<file path="src/rtl/sfd_pkg.sv">
package sfd_pkg;

    typedef enum logic [1:0] {
        FM_BIDIR   = 2'd0,
        FM_RX_ONLY = 2'd1,
        FM_TX_ONLY = 2'd2,
        FM_LEGACY  = 2'd3
    } fifo_mode_e;

    function automatic logic tx_queued(input fifo_mode_e m);
        return (m == FM_BIDIR) || (m == FM_TX_ONLY);
    endfunction

    function automatic logic rx_queued(input fifo_mode_e m);
        return (m == FM_BIDIR) || (m == FM_RX_ONLY);
    endfunction

endpackage

</file>
<file path="src/rtl/sfd_buf.sv">
module sfd_buf #(
    parameter int W     = 32,
    parameter int DEPTH = 4
) (
    input  logic         clk,
    input  logic         rst,
    input  logic         single,
    input  logic         push,
    input  logic [W-1:0] push_data,
    input  logic         pop,
    output logic [W-1:0] head,
    output logic         empty,
    output logic         full
);
    localparam int AW = (DEPTH > 1) ? $clog2(DEPTH) : 1;
    localparam int CW = $clog2(DEPTH + 1);
    localparam logic [CW-1:0] CAP_Q = CW'(DEPTH);
    localparam logic [AW-1:0] LAST  = AW'(DEPTH - 1);

    logic [W-1:0]  mem [DEPTH];
    logic [AW-1:0] rd_ptr, wr_ptr;
    logic [CW-1:0] cnt, cap;
    logic          do_pop, do_push, overwrite;

    assign cap       = single ? CW'(1) : CAP_Q;
    assign empty     = (cnt == '0);
    assign full      = (cnt >= cap);
    assign do_pop    = pop & ~empty;
    assign do_push   = push & (~full | do_pop);
    assign overwrite = push & single & full & ~do_pop;
    assign head      = mem[rd_ptr];

    always_ff @(posedge clk) begin
        if (rst) begin
            rd_ptr <= '0;
            wr_ptr <= '0;
            cnt    <= '0;
        end else begin
            if (do_push) wr_ptr <= (wr_ptr == LAST) ? '0 : wr_ptr + AW'(1);
            if (do_pop)  rd_ptr <= (rd_ptr == LAST) ? '0 : rd_ptr + AW'(1);
            cnt <= cnt + CW'(do_push) - CW'(do_pop);
        end
    end

    always_ff @(posedge clk) begin
        if (do_push)   mem[wr_ptr] <= push_data;
        if (overwrite) mem[rd_ptr] <= push_data;
    end
endmodule

</file>
<file path="src/rtl/sfd_dreq.sv">
module sfd_dreq (
    input  logic clk,
    input  logic rst,
    input  logic hold,
    input  logic cond,
    input  logic ack,
    output logic req
);
    logic gap_q;

    always_ff @(posedge clk) begin
        if (rst) gap_q <= 1'b0;
        else     gap_q <= ack & req & ~hold;
    end

    assign req = cond & ~(gap_q & ~hold);
endmodule

</file>
<file path="src/rtl/spi_fifo_dma_ctl.sv">
module spi_fifo_dma_ctl
    import sfd_pkg::*;
#(
    parameter int DATA_W = 32,
    parameter int DEPTH  = 4
) (
    input  logic              clk,
    input  logic              rst,
    input  logic [1:0]        cfg_mode,
    input  logic              cfg_dma_hold,
    input  logic              cfg_txreq_on_free,
    input  logic              cfg_txnf_irq_en,
    input  logic              bus_wr,
    input  logic [DATA_W-1:0] bus_wdata,
    input  logic              bus_rd,
    output logic [DATA_W-1:0] bus_rdata,
    output logic              eng_tx_avail,
    output logic [DATA_W-1:0] eng_tx_data,
    input  logic              eng_tx_take,
    input  logic              eng_rx_push,
    input  logic [DATA_W-1:0] eng_rx_data,
    input  logic              eng_active,
    input  logic              eng_done,
    output logic              stat_tx_empty,
    output logic              stat_tx_full,
    output logic              stat_rx_empty,
    output logic              stat_rx_full,
    output logic              busy,
    output logic              txnf_irq,
    output logic              dma_tx_req,
    input  logic              dma_tx_ack,
    output logic              dma_rx_req,
    input  logic              dma_rx_ack
);
    fifo_mode_e mode;
    logic       suspend, xfer_done_q, tx_cond;

    assign mode = fifo_mode_e'(cfg_mode);

    sfd_buf #(.W(DATA_W), .DEPTH(DEPTH)) u_txbuf (
        .clk       (clk),
        .rst       (rst),
        .single    (~tx_queued(mode)),
        .push      (bus_wr),
        .push_data (bus_wdata),
        .pop       (eng_tx_take & eng_tx_avail),
        .head      (eng_tx_data),
        .empty     (stat_tx_empty),
        .full      (stat_tx_full)
    );

    sfd_buf #(.W(DATA_W), .DEPTH(DEPTH)) u_rxbuf (
        .clk       (clk),
        .rst       (rst),
        .single    (~rx_queued(mode)),
        .push      (eng_rx_push),
        .push_data (eng_rx_data),
        .pop       (bus_rd),
        .head      (bus_rdata),
        .empty     (stat_rx_empty),
        .full      (stat_rx_full)
    );

    // pause when the receive queue has no room for the word a transfer returns
    assign suspend      = rx_queued(mode) & stat_rx_full;
    assign eng_tx_avail = ~stat_tx_empty & ~suspend;
    assign busy         = eng_active | eng_tx_avail;
    assign txnf_irq     = cfg_txnf_irq_en & ~stat_tx_full;

    always_ff @(posedge clk) begin
        if (rst)                       xfer_done_q <= 1'b0;
        else if (dma_tx_ack || bus_wr) xfer_done_q <= 1'b0;
        else if (eng_done)             xfer_done_q <= 1'b1;
    end

    assign tx_cond = (mode == FM_LEGACY && !cfg_txreq_on_free)
                   ? (xfer_done_q & ~stat_tx_full)
                   : ~stat_tx_full;

    sfd_dreq u_txreq (
        .clk  (clk),
        .rst  (rst),
        .hold (cfg_dma_hold),
        .cond (tx_cond),
        .ack  (dma_tx_ack),
        .req  (dma_tx_req)
    );

    sfd_dreq u_rxreq (
        .clk  (clk),
        .rst  (rst),
        .hold (cfg_dma_hold),
        .cond (~stat_rx_empty),
        .ack  (dma_rx_ack),
        .req  (dma_rx_req)
    );
endmodule

</file>
<file path="config.mk">
export PLATFORM = sky130hd
export DESIGN_NAME = spi_fifo_dma_ctl
export DESIGN_NICKNAME = d
export VERILOG_FILES = /design/src/rtl/sfd_pkg.sv /design/src/rtl/sfd_buf.sv /design/src/rtl/sfd_dreq.sv /design/src/rtl/spi_fifo_dma_ctl.sv
export SDC_FILE = /design/constraint.sdc
export NUM_CORES = 1
export LEC_CHECK = 0
export CORE_MARGIN = 2
export CORE_UTILIZATION = 40
export DETAILED_ROUTE_END_ITERATION = 16
export SLEW_MARGIN = 25
export SYNTH_ARGS = -nofsm -noshare
export SYNTH_HDL_FRONTEND = slang
export SYNTH_SLANG_ARGS = --single-unit
</file>
<file path="constraint.sdc">
create_clock -name clk -period 5.47 [get_ports clk]
set_clock_uncertainty 0.1 [all_clocks]
set_input_delay 1.641 -clock clk [delete_from_list [all_inputs] [get_ports clk]]
set_output_delay 1.641 -clock clk [all_outputs]
set_load 0.02 [all_outputs]
</file>
==> results.md, run 1 <==
* Status: finished, final reports clean
* Num CTS Buffers at 29
* Max Root-Sink Buffers at 3
* PwrDens at 469 mW/mm2
* I/O pins at 152
* Post-route cell area at 0.0134 mm2
* Placed cell area at 0.0125 mm2
* Die X at 166 um
* Critical path's top delay family: buffers and inverters
* Die footprint at 0.0274 mm2
* Max FO, Critical Path at 5
* Maxcap violations at 0
* Vias at 5131
* Clock Pin Slew Worst Setup and Hold Paths at 0.06 ns
* DR iter-0 viols at 360
* CTS Hold Bufs at 0
* Hold Vio Cnt, Final at 0
* Worst path bufs/invs at 3
* Setup TNS Final at 0 ns
* Vias/cell at 5.09
* Leakage at 4.32 nW
* Library cells used by synthesis at 43
* Detailed placer's ending HPWL at 12300 um
* DRT Pass-1 Iters at 4
* Seq cells post-synth at 277
* Aggregate global-route resource usage at 14.6%
* Total power after layout at 6.28 mW
* Area grow syn2layout at 28.1%
* Critical Path Slowest Stage Cell: clkdlybuf4s50_1
* Final Max Slew Viols at 0
* Number of setup violations in the final report at 0
* DRT Wirelength at 19800 um
* H-tree depth at 1
* CTS tree: yes
* First-pass GRT wire length at 31400 um
* Gpl congestion at 0.737
* Post-route ant nets at 0
* CP arrival at 3.56 ns
* Mapped Cells at 473
* Tcrit/Tclk final at 96.9%
* Sequential element share of the synthesized area at 77.6%
* CP startpoint kind: input pin
* Data required, critical path at 3.73 ns
* DRC at 0
* Final min period at 5.30 ns
* Height of the die at 166 um
* Worst skew pair latency at 0.52 ns
* Crit path capture type: output pin
* Max Clk Rate at 189 MHz
* Top cell by count, worst path: clkdlybuf4s50_1
* # rows at 59
* Worst Tran Pin Value at 0.895 ns
* Synth Net Count at 563
* Crit-path cells: clkdlybuf4s50_1 > ha_1 > nor4b_2 > nor2_2 > buf_4 > clkdlybuf4s50_1
* Root Buffer: clkbuf_16
* GRT overflow at 0
* Largest net degree at the start of global routing at 33
* Post-synthesis cell area at 0.0104 mm2
* WL per Instance at 19.6 um
* Initial antenna violation count at 0
* Peak VDD IR at 0.000252 V
* PortBufs at 151
* HP Class: reg2reg
* Vias in the first global route at 5654
* Core area at 0.0258 mm2
* Yosys warns at 0
* Layout cells sized above 1 at 20.6%
* Delay of the slowest critical-path stage at 0.54 ns
* Rel. slew slack at 40.3%
* # nets final at 744
* Antenna cells at 0
* Starting Density at 40.4%
* Syn Area/Cell at 22.1 um2
* RSZ-0062 raised after global routing: no
* Setup CP Type: in2out
* Clock sink count at 277
[repair_timing]
item,CTS,global route
setup buffers,0,0
setup endpoints to repair,0,1
gates resized for setup,0,1
[Yosys cell counts]
cell	number	area share, %
nor4b_2	1	0.14
a21oi_1	11	0.53
buf_2	8	0.38
nor2b_1	5	0.30
and3_1	1	0.060
edfxtp_1	256	74
or3_1	3	0.18
o21ai_0	4	0.19
clkbuf_1	5	0.18
o21a_1	1	0.072
o31ai_1	1	0.072
nor3_4	1	0.16
nand3_1	5	0.24
mux2_1	2	0.22
or3b_1	2	0.17
nand2_1	9	0.32
and2_1	1	0.060
fa_1	2	0.38
buf_1	3	0.11
and4bb_2	1	0.12
nand4_1	3	0.18
a211oi_2	1	0.12
dfxtp_1	21	4.0
nor3_1	3	0.14
nor2_1	10	0.36
nor3_2	2	0.19
o21bai_1	1	0.072
nand2b_1	6	0.36
and2_4	1	0.084
a21boi_4	1	0.18
nand3b_1	4	0.29
nand3b_4	1	0.19
nor2_2	1	0.060
inv_1	10	0.36
mux4_2	64	14
nor4_1	1	0.060
or2_2	2	0.12
nand4b_1	1	0.084
nor4b_1	1	0.084
ha_1	9	1.1
xnor2_1	4	0.34
mux2i_1	3	0.29
nor3b_1	1	0.072
[final cells by class]
class / count / area [um2]
inverters: 10 / 37.5
well taps: 335 / 419
fillers: 2068 / 12500
flip-flops and latches: 277 / 8110
repair buffers: 166 / 1630
clock inverters: 11 / 81.3
clock buffers: 40 / 787
multi-input cells: 170 / 2310
[cell usage in the layout (no fill, tap or decap), types with 4 or more instances in the layout]
cell type,n
edfxtp_1,256
clkdlybuf4s50_1,150
mux4_2,64
clkbuf_16,29
dfxtp_1,18
buf_4,15
inv_1,10
nor2_1,10
nand2_1,9
ha_1,9
clkbuf_1,9
a21oi_1,7
nand2b_1,6
nand3_1,5
nor2b_1,5
nand3b_1,4
a21oi_4,4
xnor2_1,4
clkinv_1,4
clkinv_2,4
[per-stage QoR]
step	hold WS (ns)	std cells	utilization [%]	setup WS, ns
3_3_place_gp	0.383	958	48.4	0.0958
6_report	0.410	1009	51.8	0.169
5_1_grt	0.464	1009	51.8	0.0562
2_1_floorplan	0.370	473	-	0.0997
3_5_place_dp	0.393	958	48.4	0.0270
4_1_cts	0.403	1009	51.8	0.00963
[where the power goes]
group          switching, mW  internal [mW]  total [mW]  leakage, nW
clock                  0.729           1.04        1.77        0.423
combinational          0.873          0.892        1.76         1.38
sequential             0.139           2.60        2.74         2.52
total                   1.74           4.54        6.28         4.32
[tightest hold or removal path, cell delays in order (launching register included)]
cell and delay [ns]:
dfxtp_1 0.32, nor2_1 0.10, nor4_1 0.05
[path summary, 6_finish.rpt]
| check | startpoint | endpoint | slack, ns | cells after the start |
|---|---|---|---|---|
| max | cfg_mode[0] | stat_tx_full | 0.17 | 6 |
| min | xfer_done_q | xfer_done_q | 0.41 | 2 |
| max reg2reg | u_txbuf.cnt[0] | u_txbuf.mem[1][15] | 2.88 | 8 |
| min reg2reg | xfer_done_q | xfer_done_q | 0.41 | 2 |
[flip-flops by register name, summed over array words and instances (netlist names), 2 cells and up, named ones only]
| signal | count |
|---|---|
| u_txbuf.cnt | 3 |
| u_txbuf.rd_ptr | 2 |
| u_rxbuf.cnt | 3 |
| u_rxbuf.rd_ptr | 2 |
| u_rxbuf.wr_ptr | 2 |
| u_txbuf.wr_ptr | 2 |
| u_txbuf.mem | 128 |
| u_rxbuf.mem | 128 |
[routing by layer]
layer  up-vias  track usage (%)  part of all wire (%)
li1       2316                -                     -
met1      2666             18.6                    42
met2       124             25.5                    51
met3        25             2.63                   4.4
met4         0             4.31                   2.0
met5         -                0                     0
[kinds of logic (layout without fill, tap and decap cells)]
| family | Yosys count | in the layout | synth area share [%] |
|---|---|---|---|
| multiplexers | 69 | 69 | 14.3 |
| buffers and inverters | 26 | 227 | 1.03 |
| AO/OA/AOI/OAI | 20 | 20 | 1.23 |
| XOR/XNOR | 4 | 4 | 0.335 |
| AND/OR/NAND/NOR | 66 | 66 | 4.02 |
| flip-flops | 277 | 277 | 77.6 |
| adder cells (fa/ha/maj) | 11 | 11 | 1.46 |
Power figures use the tool's default switching activity.
==> run 2: changes to the inputs <==
--- a/config.mk
+++ b/config.mk
@@ -8,7 +8,9 @@
 export CORE_MARGIN = 2
 export CORE_UTILIZATION = 40
 export DETAILED_ROUTE_END_ITERATION = 16
+export GPL_ROUTABILITY_DRIVEN = 0
 export SLEW_MARGIN = 25
 export SYNTH_ARGS = -nofsm -noshare
 export SYNTH_HDL_FRONTEND = slang
 export SYNTH_SLANG_ARGS = --single-unit
+export TNS_END_PERCENT = 30
==> results of run 2 <==
Final layout, timing and power as in run 1 (identical DEF).
